## config.mk

```make
export PLATFORM = sky130hd
export DESIGN_NAME = pwc_link_top
export DESIGN_NICKNAME = d
export VERILOG_FILES = /design/src/rtl/pwc_pkg.sv /design/src/rtl/pwc_tag_store.sv /design/src/rtl/pwc_tx.sv /design/src/rtl/pwc_rx.sv /design/src/rtl/pwc_link_top.sv
export SDC_FILE = /design/constraint.sdc
export NUM_CORES = 1
export LEC_CHECK = 0
export BUFFER_PORTS_ARGS = -buffer_cell sky130_fd_sc_hd__buf_2
export CAP_MARGIN = 30
export CORE_UTILIZATION = 50
export DETAILED_ROUTE_END_ITERATION = 12
export PLACE_DENSITY_LB_ADDON = 0.05
export SYNTH_ARGS = -nofsm -noshare
export SYNTH_HDL_FRONTEND = slang
export SYNTH_SLANG_ARGS = --single-unit
export TNS_END_PERCENT = 100
```

## constraint.sdc

```tcl
create_clock -name clk -period 9.6 [get_ports clk]
set_input_delay 1.44 -clock clk [delete_from_list [all_inputs] [get_ports clk]]
set_output_delay 1.44 -clock clk [all_outputs]
set_load 0.01 [all_outputs]
```

## src/rtl/pwc_pkg.sv

```systemverilog
`timescale 1ns/1ps
package pwc_pkg;
  // Which beat of a word the link side is handling.
  typedef enum logic {
    BEAT_HEAD = 1'b0,
    BEAT_TAIL = 1'b1
  } beat_e;
endpackage

```

## src/rtl/pwc_tag_store.sv

```systemverilog
`timescale 1ns/1ps
// Tag store: one write port, asynchronous read (maps onto LUT RAM),
// per-entry valid bits in flops so reset can clear them in one cycle.
module pwc_tag_store #(
  parameter int IDX_W = 3,
  parameter int TAG_W = 17
) (
  input  logic             clk,
  input  logic             rst,
  input  logic             wr_en,
  input  logic [IDX_W-1:0] wr_idx,
  input  logic [TAG_W-1:0] wr_tag,
  input  logic [IDX_W-1:0] rd_idx,
  output logic [TAG_W-1:0] rd_tag,
  output logic             rd_valid
);
  localparam int DEPTH = 1 << IDX_W;

  logic [TAG_W-1:0] mem [DEPTH];
  logic [DEPTH-1:0] vld_q;

  // Data array has no reset so it can map onto RAM.
  always_ff @(posedge clk) begin
    if (wr_en) mem[wr_idx] <= wr_tag;
  end

  always_ff @(posedge clk) begin
    if (rst)        vld_q <= '0;
    else if (wr_en) vld_q[wr_idx] <= 1'b1;
  end

  assign rd_tag   = mem[rd_idx];
  assign rd_valid = vld_q[rd_idx];
endmodule

```

## src/rtl/pwc_tx.sv

```systemverilog
`timescale 1ns/1ps
// Transmit side: looks the word's tag up, emits a head beat and,
// on a miss, a tail beat carrying the tag in the following cycle.
module pwc_tx
  import pwc_pkg::*;
#(
  parameter int WORD_W = 64,
  parameter int LOW_W  = 44,
  parameter int IDX_W  = 3,
  parameter int LINK_W = 48
) (
  input  logic              clk,
  input  logic              rst,
  input  logic [WORD_W-1:0] in_data,
  input  logic              in_valid,
  output logic              in_ready,
  output logic [LINK_W-1:0] link_data,
  output logic              link_vld
);
  localparam int TAG_W   = WORD_W - LOW_W - IDX_W;
  localparam int HIT_POS = LOW_W + IDX_W;

  beat_e             state_q;
  logic [TAG_W-1:0]  tail_q;
  logic [LOW_W-1:0]  w_low;
  logic [IDX_W-1:0]  w_idx;
  logic [TAG_W-1:0]  w_tag;
  logic [TAG_W-1:0]  rd_tag;
  logic              rd_valid;
  logic              hit;
  logic              accept;
  logic [LINK_W-1:0] head_beat;
  logic [LINK_W-1:0] tail_beat;

  assign w_low = in_data[LOW_W-1:0];
  assign w_idx = in_data[LOW_W +: IDX_W];
  assign w_tag = in_data[WORD_W-1 -: TAG_W];

  assign in_ready = (state_q == BEAT_HEAD);
  assign accept   = in_valid && in_ready;
  assign hit      = rd_valid && (rd_tag == w_tag);

  pwc_tag_store #(
    .IDX_W (IDX_W),
    .TAG_W (TAG_W)
  ) store_i (
    .clk      (clk),
    .rst      (rst),
    .wr_en    (accept && !hit),
    .wr_idx   (w_idx),
    .wr_tag   (w_tag),
    .rd_idx   (w_idx),
    .rd_tag   (rd_tag),
    .rd_valid (rd_valid)
  );

  always_comb begin
    head_beat                  = '0;
    head_beat[LOW_W-1:0]       = w_low;
    head_beat[LOW_W +: IDX_W]  = w_idx;
    head_beat[HIT_POS]         = hit;
    tail_beat                  = '0;
    tail_beat[TAG_W-1:0]       = tail_q;
  end

  always_ff @(posedge clk) begin
    if (rst) begin
      state_q   <= BEAT_HEAD;
      tail_q    <= '0;
      link_data <= '0;
      link_vld  <= 1'b0;
    end else begin
      link_vld <= 1'b0;
      case (state_q)
        BEAT_HEAD: begin
          if (accept) begin
            link_data <= head_beat;
            link_vld  <= 1'b1;
            if (!hit) begin
              tail_q  <= w_tag;
              state_q <= BEAT_TAIL;
            end
          end
        end
        BEAT_TAIL: begin
          link_data <= tail_beat;
          link_vld  <= 1'b1;
          state_q   <= BEAT_HEAD;
        end
        default: state_q <= BEAT_HEAD;
      endcase
    end
  end
endmodule

```

## src/rtl/pwc_rx.sv

```systemverilog
`timescale 1ns/1ps
// Receive side: rebuilds the word from a head beat and either its own
// tag copy (hit) or the following tail beat (miss), updating the copy.
module pwc_rx
  import pwc_pkg::*;
#(
  parameter int WORD_W = 64,
  parameter int LOW_W  = 44,
  parameter int IDX_W  = 3,
  parameter int LINK_W = 48
) (
  input  logic              clk,
  input  logic              rst,
  input  logic [LINK_W-1:0] link_data,
  input  logic              link_vld,
  output logic [WORD_W-1:0] out_data,
  output logic              out_valid
);
  localparam int TAG_W   = WORD_W - LOW_W - IDX_W;
  localparam int HIT_POS = LOW_W + IDX_W;

  beat_e            state_q;
  logic [LOW_W-1:0] low_q;
  logic [IDX_W-1:0] idx_q;
  logic [LOW_W-1:0] b_low;
  logic [IDX_W-1:0] b_idx;
  logic             b_hit;
  logic [TAG_W-1:0] b_tag;
  logic [TAG_W-1:0] rd_tag;
  logic             rd_valid;
  logic [TAG_W-1:0] local_tag;
  logic             fill;

  assign b_low = link_data[LOW_W-1:0];
  assign b_idx = link_data[LOW_W +: IDX_W];
  assign b_hit = link_data[HIT_POS];
  assign b_tag = link_data[TAG_W-1:0];

  assign fill      = link_vld && (state_q == BEAT_TAIL);
  assign local_tag = rd_valid ? rd_tag : '0;

  pwc_tag_store #(
    .IDX_W (IDX_W),
    .TAG_W (TAG_W)
  ) store_i (
    .clk      (clk),
    .rst      (rst),
    .wr_en    (fill),
    .wr_idx   (idx_q),
    .wr_tag   (b_tag),
    .rd_idx   (b_idx),
    .rd_tag   (rd_tag),
    .rd_valid (rd_valid)
  );

  always_ff @(posedge clk) begin
    if (rst) begin
      state_q   <= BEAT_HEAD;
      low_q     <= '0;
      idx_q     <= '0;
      out_data  <= '0;
      out_valid <= 1'b0;
    end else begin
      out_valid <= 1'b0;
      case (state_q)
        BEAT_HEAD: begin
          if (link_vld) begin
            if (b_hit) begin
              out_data  <= {local_tag, b_idx, b_low};
              out_valid <= 1'b1;
            end else begin
              low_q   <= b_low;
              idx_q   <= b_idx;
              state_q <= BEAT_TAIL;
            end
          end
        end
        BEAT_TAIL: begin
          if (link_vld) begin
            out_data  <= {b_tag, idx_q, low_q};
            out_valid <= 1'b1;
            state_q   <= BEAT_HEAD;
          end
        end
        default: state_q <= BEAT_HEAD;
      endcase
    end
  end
endmodule

```

## src/rtl/pwc_link_top.sv

```systemverilog
`timescale 1ns/1ps
// Transmitter and receiver joined by the registered link.
module pwc_link_top #(
  parameter int WORD_W = 64,
  parameter int LOW_W  = 44,
  parameter int IDX_W  = 3,
  parameter int LINK_W = 48
) (
  input  logic              clk,
  input  logic              rst,
  input  logic [WORD_W-1:0] in_data,
  input  logic              in_valid,
  output logic              in_ready,
  output logic [LINK_W-1:0] link_data,
  output logic              link_vld,
  output logic [WORD_W-1:0] out_data,
  output logic              out_valid
);
  pwc_tx #(
    .WORD_W (WORD_W),
    .LOW_W  (LOW_W),
    .IDX_W  (IDX_W),
    .LINK_W (LINK_W)
  ) tx_i (
    .clk       (clk),
    .rst       (rst),
    .in_data   (in_data),
    .in_valid  (in_valid),
    .in_ready  (in_ready),
    .link_data (link_data),
    .link_vld  (link_vld)
  );

  pwc_rx #(
    .WORD_W (WORD_W),
    .LOW_W  (LOW_W),
    .IDX_W  (IDX_W),
    .LINK_W (LINK_W)
  ) rx_i (
    .clk       (clk),
    .rst       (rst),
    .link_data (link_data),
    .link_vld  (link_vld),
    .out_data  (out_data),
    .out_valid (out_valid)
  );
endmodule

```

==> results.py, run 1 <==
metrics = {
    "timing": {
        "period_share_pct": 50.7,
        "setup_viol": 0,
        "finalSetupTns_ns": 0,
        "skew_ns": 0.0189,
        "tightest_slew_ns": 0.987,
        "maxSlewHeadroom_pct": 34.2,
        "hold_viol": 0,
        "slew_violations": 0,
        "timing.fmax_ghz": 0.206,
        "fin_crit_ns": 4.86,
        "grt_setup_unrepaired": "no",
        "fin_ws_ns": 4.74,
    },
    "pwr": {
        "p_leak_nw": 7.69,
        "pwr_density_cell_mw_per_mm2": 207,
        "peakVddDrop_v": 0.000153,
    },
    "run": {
        "cap_viol_max_count": 0,
    },
    "worst_setup_path": {
        "crit_fanout": 60,
        "cpMostUsedCell": "buf_4",
        "setup.worst_path.class": "in2reg",
        "path_cells": "buf_2 -> buf_4 -> mux4_2 -> mux2i_1 -> xor2_1 -> o2111ai_1 -> or4b_1 -> o311a_1 -> buf_4 -> and3_1",
        "worstSetupEndpointType": "flop",
        "critPathBufInv": 3,
        "cp.arrival_ns": 5.04,
        "rr_endpoint": "tx_i.store_i.mem[7][16]$_DFFE_PP_",
        "cp.required_ns": 9.77,
        "cp_slowest_cell": "buf_4",
        "cp_top_family": "simple AND/OR/NAND/NOR gates",
        "worstRegToRegCells": 8,
        "cpPeakStageDelay_ns": 0.67,
        "rr_startpoint": "tx_i.store_i.mem[5][9]$_DFFE_PP_",
        "cp-start-kind": "input pin",
        "worst-r2r-setup-slack_ns": 6.12,
    },
    "grt": {
        "grt_pass1_vias": 10724,
        "grt_usage_pct": 22.7,
        "grt_antenna_before_repair": 1,
        "globalRoute.totalOverflow": 0,
        "grt_max_degree": 91,
        "grt_first_pass_wirelength_mm": 63.5,
    },
    "die": {
        "dieArea_mm2": 0.0373,
        "die_h_um": 193,
        "fp-row-count": 69,
        "die_w_um": 193,
        "ios": 182,
        "core_region_area_mm2": 0.0357,
        "start_util_pct": 51.1,
    },
    "clock_network": {
        "clk_pin_slew_ns": 0.06,
        "hold_buffers": 0,
        "cts_setup_buffers": 0,
        "cts_resized": 0,
        "cts_tree": "yes",
        "numCtsBuffers": 49,
        "cts.sinks": 471,
        "root_buffer": "clkbuf_16",
        "htreeDepth": 2,
        "clock_path_buffers": 3,
        "clk_latency_ns": 0.57,
    },
    "synth": {
        "synthCells": 1346,
        "syn-mean-instance-area_um2": 13.6,
        "ys_warn_count": 0,
        "yosys.cell_types.count": 47,
        "synth_nets": 1413,
        "seq_area_frac_synth_pct": 66.5,
        "synth_seq_cells": 471,
        "syn-cell-area_mm2": 0.0183,
    },
    "placement": {
        "place_ws_ns": 4.08,
        "hpwl_mm": 25.4,
        "gp_congestion": 0.804,
        "io_buffers": 181,
    },
    "layout": {
        "fillers": 2932,
        "antenna_cells": 0,
        "layout.nets": 1570,
        "area_growth_pct": 15.8,
        "drive_above_1_share_pct": 22.9,
    },
    "detailed_routing": {
        "drc": 0,
        "routedWlPerCell_um": 20.8,
        "dr.pass1.iters": 7,
        "ant_nets": 0,
        "drtIter0Drc": 618,
        "vias": 11106,
        "avgViaCountPerCell": 5.54,
        "wl_mm": 41.8,
    },
    "hold_path": {
        "hp-class": "reg2reg",
        "hold_end": "rx_i.low_q[18]$_SDFFE_PP0P_",
        "holdPathStages": 2,
        "hp-start": "rx_i.low_q[18]$_SDFFE_PP0P_",
    },
    "status": {
        "status": "complete, no violations",
    },
}
-- cell usage after synthesis, drive strengths merged --
cell | n | area (um^2)
nor2b | 5 | 31.3
o211a | 1 | 10.0
nand2 | 160 | 601
nand2b | 10 | 62.6
xor2 | 8 | 70.1
buf | 34 | 200
and3 | 10 | 62.6
a221oi | 2 | 17.5
a32o | 8 | 80.1
o31a | 1 | 8.76
nand3 | 5 | 25.0
nor4 | 2 | 12.5
edfxtp | 272 | 8170
nand3b | 3 | 22.5
a211oi | 49 | 368
or3b | 1 | 8.76
xnor2 | 6 | 52.6
a21o | 1 | 7.51
or3 | 1 | 6.26
inv | 3 | 11.3
o2bb2ai | 1 | 8.76
mux4 | 59 | 1330
mux2i | 151 | 1510
nor2 | 156 | 586
o2111ai | 1 | 8.76
o22ai | 4 | 25.0
clkinv | 1 | 3.75
a31o | 1 | 8.76
dfxtp | 199 | 3980
a21oi | 68 | 340
mux2 | 4 | 45.0
and2 | 4 | 25.0
or2 | 1 | 6.26
o311a | 1 | 10.0
or4b | 1 | 10.0
clkbuf | 64 | 240
o211ai | 18 | 135
o41a | 1 | 11.3
nor3 | 2 | 10.0
a22o | 1 | 8.76
o21ai | 20 | 100
a22oi | 3 | 22.5
nand4 | 3 | 18.8
-- tightest hold or removal path, cell delays in order (launching register included) --
cell and delay [ns]:
dfxtp_1 0.31, nand2_1 0.05, a21oi_1 0.05
-- registers in the layout, indices dropped and copies added, names as in the netlist, 3 cells and up, named ones only --
name	cells
rx_i.idx_q	3
rx_i.store_i.vld_q	8
tx_i.link_data	48
tx_i.store_i.vld_q	8
tx_i.store_i.mem	136
tx_i.tail_q	17
rx_i.out_data	64
rx_i.store_i.mem	136
rx_i.low_q	44
-- cell families after synthesis --
family | Yosys count | synth area share, %
XOR/XNOR | 14 | 0.671
AND/OR/NAND/NOR | 364 | 8.14
flip-flops | 471 | 66.5
multiplexers | 214 | 15.8
buffers and inverters | 102 | 2.49
AO/OA/AOI/OAI | 181 | 6.41
-- worst max-delay path by stage --
stage,startpoint,to,slack [ns],cells after the start
after floorplan,in_data[44],tx_i.store_i.mem[1][0]$_DFFE_PP_,5.23,11
after global placement,in_data[45],tx_i.store_i.mem[2][15]$_DFFE_PP_,4.18,9
after detailed placement,in_data[45],tx_i.store_i.mem[7][6]$_DFFE_PP_,4.08,9
after CTS,in_data[45],tx_i.store_i.mem[7][0]$_DFFE_PP_,4.68,9
after global routing,in_data[44],tx_i.store_i.mem[7][4]$_DFFE_PP_,4.50,10
final,in_data[44],tx_i.store_i.mem[7][16]$_DFFE_PP_,4.74,10
-- power by group --
| part | total [W] | switching (W) | internal, W | leakage, nW |
|---|---|---|---|---|
| Combinational | 0.000290 | 0.000171 | 0.000119 | 2.78 |
| Clock | 0.00185 | 0.000764 | 0.00109 | 0.801 |
| Sequential | 0.00223 | 0.0000453 | 0.00218 | 4.11 |
-- metal layers --
metal | routed length [um] | global-route usage [%]
met1 | 19000 | 32.3
met2 | 19900 | 36.3
met3 | 1860 | 3.29
met4 | 950 | 6.58
met5 | 13 | 0
-- area by class of cell --
class	count	area [um^2]	share of cell area [%]
Multi-Input combinational cell	773	5690	26.9
Clock inverter	25	170	0.804
Tap cell	461	577	2.72
Clock buffer	65	1420	6.71
Sequential cell	471	12200	57.4
Inverter	4	15.0	0.0709
Timing Repair Buffer	204	1140	5.39
-- through the flow --
stage	area [um^2]	total power [W]	utilization (%)	hold slack (ns)	cells
floorplan	18300	0.00245	-	0.435	1346
global placement	19500	0.00256	54.5	0.441	1908
detailed placement	19600	0.00257	54.7	0.446	1912
CTS	21100	0.00441	59.2	0.455	2002
global route	21200	0.00453	59.2	0.472	2003
finish	21200	0.00437	59.2	0.454	2003
-- cell usage in the layout, fill, tap and decap left out, drive strengths merged, types with 3 or more instances in the layout --
cell type	netlist	routed
a211oi	49	49
a21oi	68	68
a22oi	3	3
a32o	8	8
and2	4	4
and3	10	10
buf	34	204
clkbuf	64	65
clkinv	1	23
dfxtp	199	199
edfxtp	272	272
inv	3	4
mux2	4	4
mux2i	151	151
mux4	59	59
nand2	160	160
nand2b	10	10
nand3	5	5
nand3b	3	3
nand4	3	3
nor2	156	156
nor2b	5	5
o211ai	18	18
o21ai	20	20
o22ai	4	4
xnor2	6	6
xor2	8	8
(Power assumes the default switching activity.)
==> run 2, diff against run 1 <==
- ABC_AREA: not set -> 1
- clock period: 9.6 -> 4.65 ns (I/O delays scaled with it)
==> run 2 against run 1 <==
Register-to-register slack worse by 4.0 ns. First-iteration DRC count up 42%. Count of clock-buffer cells in the layout up 9. Die area up 3.2%. Global-route usage up 4.6 points. Synthesized cell count up 53%. Routed wire length up 25%. Worst hold slack worse by 0.10 ns. Combinational power up 150%. Clock skew up 0.0090 ns. Critical path type unchanged.
==> results.py, run 2 <==
metrics = {
    "status": {
        "status": "complete, no violations",
    },
    "synth": {
        "synthCells": 2053,
        "synthTopCellsByArea": "edfxtp_1, dfxtp_1, nand2_1",
        "ys.flop_type": "edfxtp_1",
        "synth_top_cell_by_area": "edfxtp_1",
        "synthArstFlopShare_pct": 0,
        "ys_warn_count": 0,
        "syn-mean-instance-area_um2": 9.19,
        "synth_edf_count": 272,
        "yosys.cell_types.count": 28,
        "seq_area_frac_synth_pct": 64.4,
        "syn-cell-area_mm2": 0.0189,
        "synth_most_common_cell": "nand2_1",
        "synth_top_cell_area_share_pct": 43.3,
        "synth_common_cells": "nand2_1, edfxtp_1, nor2_1, dfxtp_1, o21ai_0",
        "synth_nets": 2120,
        "synth_seq_cells": 471,
    },
    "worst_setup_path": {
        "worstSetupEndpointType": "flop",
        "cp-start-kind": "input pin",
        "cp_slowest_cell": "buf_4",
        "setup.worst_path.class": "in2reg",
        "cpPeakStageDelay_ns": 0.64,
        "cp.arrival_ns": 3.29,
        "path_cells": "buf_2 -> buf_4 -> nand2_1 -> nand3_1 -> nand2_1 -> nor2_1 -> nand2_1 -> nand2_1 -> nor2_1 -> nand3b_1 -> nor2_1 -> nand2_2 -> nand3_1 -> inv_1",
        "crit_fanout": 80,
        "cpMostUsedCell": "nand2_1",
        "cp.required_ns": 4.85,
    },
    "pwr": {
        "peakVddDrop_v": 0.000413,
        "p_leak_nw": 9.20,
        "pwr_density_cell_mw_per_mm2": 421,
    },
    "grt": {
        "globalRoute.totalOverflow": 0,
        "grt_max_degree": 113,
        "grt_first_pass_wirelength_mm": 79.3,
        "grt_antenna_before_repair": 0,
        "grt_pass1_vias": 13881,
        "grt_usage_pct": 27.3,
    },
    "detailed_routing": {
        "vias": 14498,
        "avgViaCountPerCell": 5.30,
        "drtIter0Drc": 876,
        "dr.pass1.iters": 5,
        "wl_mm": 52.0,
        "drc": 0,
        "ant_nets": 0,
        "routedWlPerCell_um": 19.0,
    },
    "timing": {
        "tightest_slew_ns": 0.876,
        "slew_violations": 0,
        "hold_slack_ns": 0.353,
        "timing.fmax_ghz": 0.323,
        "fin_ws_ns": 1.56,
        "finalSetupTns_ns": 0,
        "hold_viol": 0,
        "period_share_pct": 66.5,
        "maxSlewHeadroom_pct": 41.5,
        "fin_crit_ns": 3.09,
        "skew_ns": 0.0279,
        "grt_setup_unrepaired": "no",
        "setup_viol": 0,
    },
    "clock_network": {
        "clk_pin_slew_ns": 0.06,
        "cts.sinks": 471,
        "cts_tree": "yes",
        "numCtsBuffers": 48,
        "clk_latency_ns": 0.59,
        "htreeDepth": 2,
        "hold_buffers": 0,
        "root_buffer": "clkbuf_16",
        "cts_resized": 0,
        "clock_path_buffers": 3,
        "cts_setup_buffers": 0,
    },
    "die": {
        "start_util_pct": 51.2,
        "die_w_um": 196,
        "fp-row-count": 70,
        "die_h_um": 196,
        "core_region_area_mm2": 0.0369,
        "ios": 182,
        "dieArea_mm2": 0.0385,
    },
    "placement": {
        "gp_congestion": 0.870,
        "place_ws_ns": 1.01,
        "hpwl_mm": 32.4,
        "io_buffers": 181,
    },
    "layout": {
        "antenna_cells": 0,
        "final_common_cell": "nand2_1",
        "mostFrequentLayoutCells": "nand2_1, edfxtp_1, nor2_1",
        "reg.largest.list": "rx_i.store_i.mem x136, tx_i.store_i.mem x136, rx_i.out_data x64",
        "drive_above_1_share_pct": 13.4,
        "layout.nets": 2259,
        "fillers": 3303,
        "area_growth_pct": 15.5,
    },
    "run": {
        "cap_viol_max_count": 0,
    },
    "hold_path": {
        "hp-class": "in2reg",
    },
}
## run 2: cell types whose count changed after synthesis, moves of 30 or more
cell,previous run,this run
a211oi_1,49,1
a21oi_1,68,108
a31oi_1,0,41
clkbuf_1,64,96
inv_1,3,140
mux2i_1,151,0
mux4_2,59,0
nand2_1,160,597
nand3_1,5,79
nor2_1,156,243
o21ai_0,20,191
o22ai_1,4,34
## run 2: layer usage
metal	vias up	GRT usage, %	part of all wire [%]
met1	6966	34.6	42
met5	-	0	0
met2	366	48.4	51
met4	0	8.97	2.3
met3	79	3.18	4.2
li1	7087	-	-
## run 2: cell type report
class | instances | area [um^2] | area share [%]
Tap cell | 504 | 631 | 2.89
Timing Repair Buffer | 210 | 1190 | 5.45
Multi-Input combinational cell | 1314 | 5690 | 26.1
Clock inverter | 15 | 113 | 0.517
Sequential cell | 471 | 12200 | 55.8
Inverter | 147 | 554 | 2.54
Clock buffer | 74 | 1460 | 6.72
## run 2: through the flow
step	instance area (um^2)	utilization (%)	instances	power, W
after floorplan	18900	-	2053	0.00514
final	21800	59.1	2735	0.00917
after detailed placement	20200	54.8	2645	0.00545
after CTS	21800	59.0	2734	0.00924
after global placement	20200	54.7	2644	0.00544
after global routing	21800	59.1	2735	0.00950
## run 2: logic make-up after synthesis
| family | Yosys count | synth area share [%] |
|---|---|---|
| buffers and inverters | 268 | 5.59 |
| flip-flops | 471 | 64.4 |
| AND/OR/NAND/NOR | 926 | 19.0 |
| AO/OA/AOI/OAI | 388 | 11.0 |
## run 2: worst paths after layout
| check | start | depth (start not counted) | to | slack (ns) |
|---|---|---|---|---|
| max | in_data[44] | 14 | tx_i.store_i.mem[1][0]$_DFFE_PP_ | 1.56 |
| max reg2reg | rx_i.state_q$_SDFF_PP0_ | 6 | rx_i.out_data[63]$_SDFFE_PP0P_ | 2.08 |
| min reg2reg | tx_i.store_i.vld_q[6]$_SDFFE_PP0P_ | 2 | tx_i.store_i.vld_q[6]$_SDFFE_PP0P_ | 0.46 |
| min | in_data[20] | 3 | tx_i.link_data[20]$_SDFFE_PP0N_ | 0.35 |
## run 2: worst max-delay path: cells and delay by family
kind,cells,cell delay (ns)
buffers and inverters,3,1.30
AND/OR/NAND/NOR,11,1.23
## run 2: where the power goes
| group | total (W) | leakage, nW | internal, W | switching, W |
|---|---|---|---|---|
| combinational | 0.000714 | 4.29 | 0.000222 | 0.000492 |
| sequential | 0.00465 | 4.13 | 0.00454 | 0.000110 |
| clock | 0.00381 | 0.780 | 0.00223 | 0.00158 |
==> run 3, diff against run 2 <==
- clock period: 4.65 -> 2.8 ns (I/O delays scaled with it)
==> run 3 against run 2 <==
Worst hold slack got worse by 0.27 ns. First-iteration DRC count grew 35%. Combinational power up 75%. Clock power rose by 62%. Sequential share of layout area down 0.91 points. Global-route usage decreased by 1.0 points. Routed wire length fell by 3.2%. Core utilization up 0.98 points. Cell count rose by 1.6%. Non-clock buffer count up 39. Register-to-register slack worse by 1.5 ns. Sequential power is 66% higher. Largest power group unchanged. Highest routed layer unchanged.
==> results.py, run 3 (same netlist as run 2, synthesis figures left out) <==
metrics = {
    "clock_network": {
        "cts_setup_buffers": 0,
        "root_buffer": "clkbuf_16",
        "clk_pin_slew_ns": 0.06,
        "cts_tree": "yes",
        "hold_buffers": 0,
        "htreeDepth": 2,
        "cts.sinks": 471,
        "clock_path_buffers": 3,
        "numCtsBuffers": 50,
        "cts_resized": 0,
        "clk_latency_ns": 0.59,
    },
    "worst_setup_path": {
        "cp.required_ns": 3.27,
        "cp-start-kind": "flop",
        "setup.worst_path.class": "reg2reg",
        "crit_start": "tx_i.store_i.mem[7][0]$_DFFE_PP_",
        "rr_endpoint": "tx_i.tail_q[3]$_SDFFE_PP0P_",
        "rr_startpoint": "tx_i.store_i.mem[7][0]$_DFFE_PP_",
        "worst-r2r-setup-slack_ns": 0.56,
        "cp.arrival_ns": 2.71,
        "worstSetupEndpointType": "flop",
        "crit_fanout": 35,
        "worstRegToRegCells": 15,
    },
    "timing": {
        "maxSlewHeadroom_pct": 32.5,
        "timing.fmax_ghz": 0.446,
        "finalSetupTns_ns": 0,
        "hold_viol": 0,
        "tightest_slew_ns": 1.01,
        "setup_viol": 0,
        "skew_ns": 0.0200,
        "slew_violations": 0,
        "period_share_pct": 80.2,
        "grt_setup_unrepaired": "no",
        "fin_crit_ns": 2.24,
    },
    "detailed_routing": {
        "routedWlPerCell_um": 18.1,
        "avgViaCountPerCell": 5.20,
        "wl_mm": 50.3,
        "vias": 14434,
        "ant_nets": 0,
        "drtIter0Drc": 1179,
        "dr.pass1.iters": 5,
        "drc": 0,
    },
    "grt": {
        "grt_max_degree": 113,
        "grt_usage_pct": 26.3,
        "grt_first_pass_wirelength_mm": 77.7,
        "grt_pass1_vias": 13563,
        "grt_use_met1_pct": 36.3,
        "globalRoute.totalOverflow": 0,
        "grt_antenna_before_repair": 1,
        "busiest_layer": "met2",
        "grt_use_met2_pct": 42.8,
        "grtUsageMet3_pct": 3.42,
    },
    "layout": {
        "area_growth_pct": 17.4,
        "final_common_cell": "nand2_1",
        "layout.nets": 2300,
        "reg.largest.list": "rx_i.store_i.mem x136, tx_i.store_i.mem x136, rx_i.out_data x64",
        "mostFrequentLayoutCells": "nand2_1, edfxtp_1, nor2_1",
        "final_cells": 2778,
        "drive_above_1_share_pct": 14.8,
    },
    "placement": {
        "gp_congestion": 0.907,
        "io_buffers": 181,
        "dp.cells": 2685,
        "hpwl_mm": 31.7,
    },
    "pwr": {
        "p_leak_nw": 9.40,
        "pwr_density_cell_mw_per_mm2": 682,
        "peakVddDrop_v": 0.000491,
    },
    "die": {
        "start_util_pct": 51.2,
        "core_region_area_mm2": 0.0369,
        "die_h_um": 196,
        "ios": 182,
        "fp-row-count": 70,
        "die_w_um": 196,
        "dieArea_mm2": 0.0385,
    },
    "run": {
        "cap_viol_max_count": 0,
    },
    "hold_path": {
        "hp-class": "in2reg",
        "hp-start": "in_data[29]",
        "holdPathStages": 3,
        "hold_end": "tx_i.link_data[29]$_SDFFE_PP0N_",
    },
    "status": {
        "status": "complete, no violations",
    },
}
run 3: area by class of cell:
class                      count  area (um^2)
inverter                     147          554
antenna                        1         2.50
fill                        3256        14700
sequential                   471        12200
tap                          504          631
timing repair buffer         249         1590
clock buffer                  75         1440
multi-input combinational   1314         5690
clock inverter                17         97.6
run 3: worst max-delay path by stage:
stage                                             to  slack [ns]  cells past startpoint
finish                   tx_i.tail_q[3]$_SDFFE_PP0P_        0.56                     15
global route             tx_i.tail_q[8]$_SDFFE_PP0P_        0.39                     15
CTS                      tx_i.tail_q[3]$_SDFFE_PP0P_        0.58                     15
detailed placement       tx_i.tail_q[2]$_SDFFE_PP0P_        0.11                     17
global placement    tx_i.store_i.mem[5][4]$_DFFE_PP_        0.13                     17
floorplan           tx_i.store_i.mem[0][0]$_DFFE_PP_        0.25                     17
run 3: through the flow:
step / hold slack (ns) / cell area (um^2) / worst slack (ns) / total power, W / utilization, %
finish: 0.0853 / 22200 / 0.556 / 0.0151 / 60.1
global route: 0.0833 / 22200 / 0.389 / 0.0157 / 60.1
CTS: 0.0570 / 22200 / 0.584 / 0.0152 / 60.1
detailed placement: 0.440 / 20600 / 0.109 / 0.00909 / 55.9
global placement: 0.437 / 20600 / 0.125 / 0.00907 / 55.9
floorplan: 0.427 / 18900 / 0.254 / 0.00854 / -
run 3: power by group:
group	total [W]	switching, W	internal (W)
Clock	0.00617	0.00264	0.00353
Combinational	0.00125	0.000836	0.000411
Sequential	0.00770	0.000158	0.00754
run 3: critical path, cell delays in order (launching register included):
cell      delay, ns
edfxtp_1       0.38
nand2_1        0.08
nand2_1        0.05
nand2_1        0.09
nand2_1        0.06
nand2_1        0.08
nand2_1        0.06
nand2_1        0.05
nand2_1        0.05
nor2_1         0.22
nand2_1        0.09
nor2_1         0.18
nand2_2        0.20
buf_4          0.30
a21oi_1        0.17
nor2_1         0.06
run 3: per-layer routing:
layer	share of wire, %	routed length (um)
met3	5.4	2710
met2	47	23600
met5	0	0
met1	45	22500
met4	3.0	1490
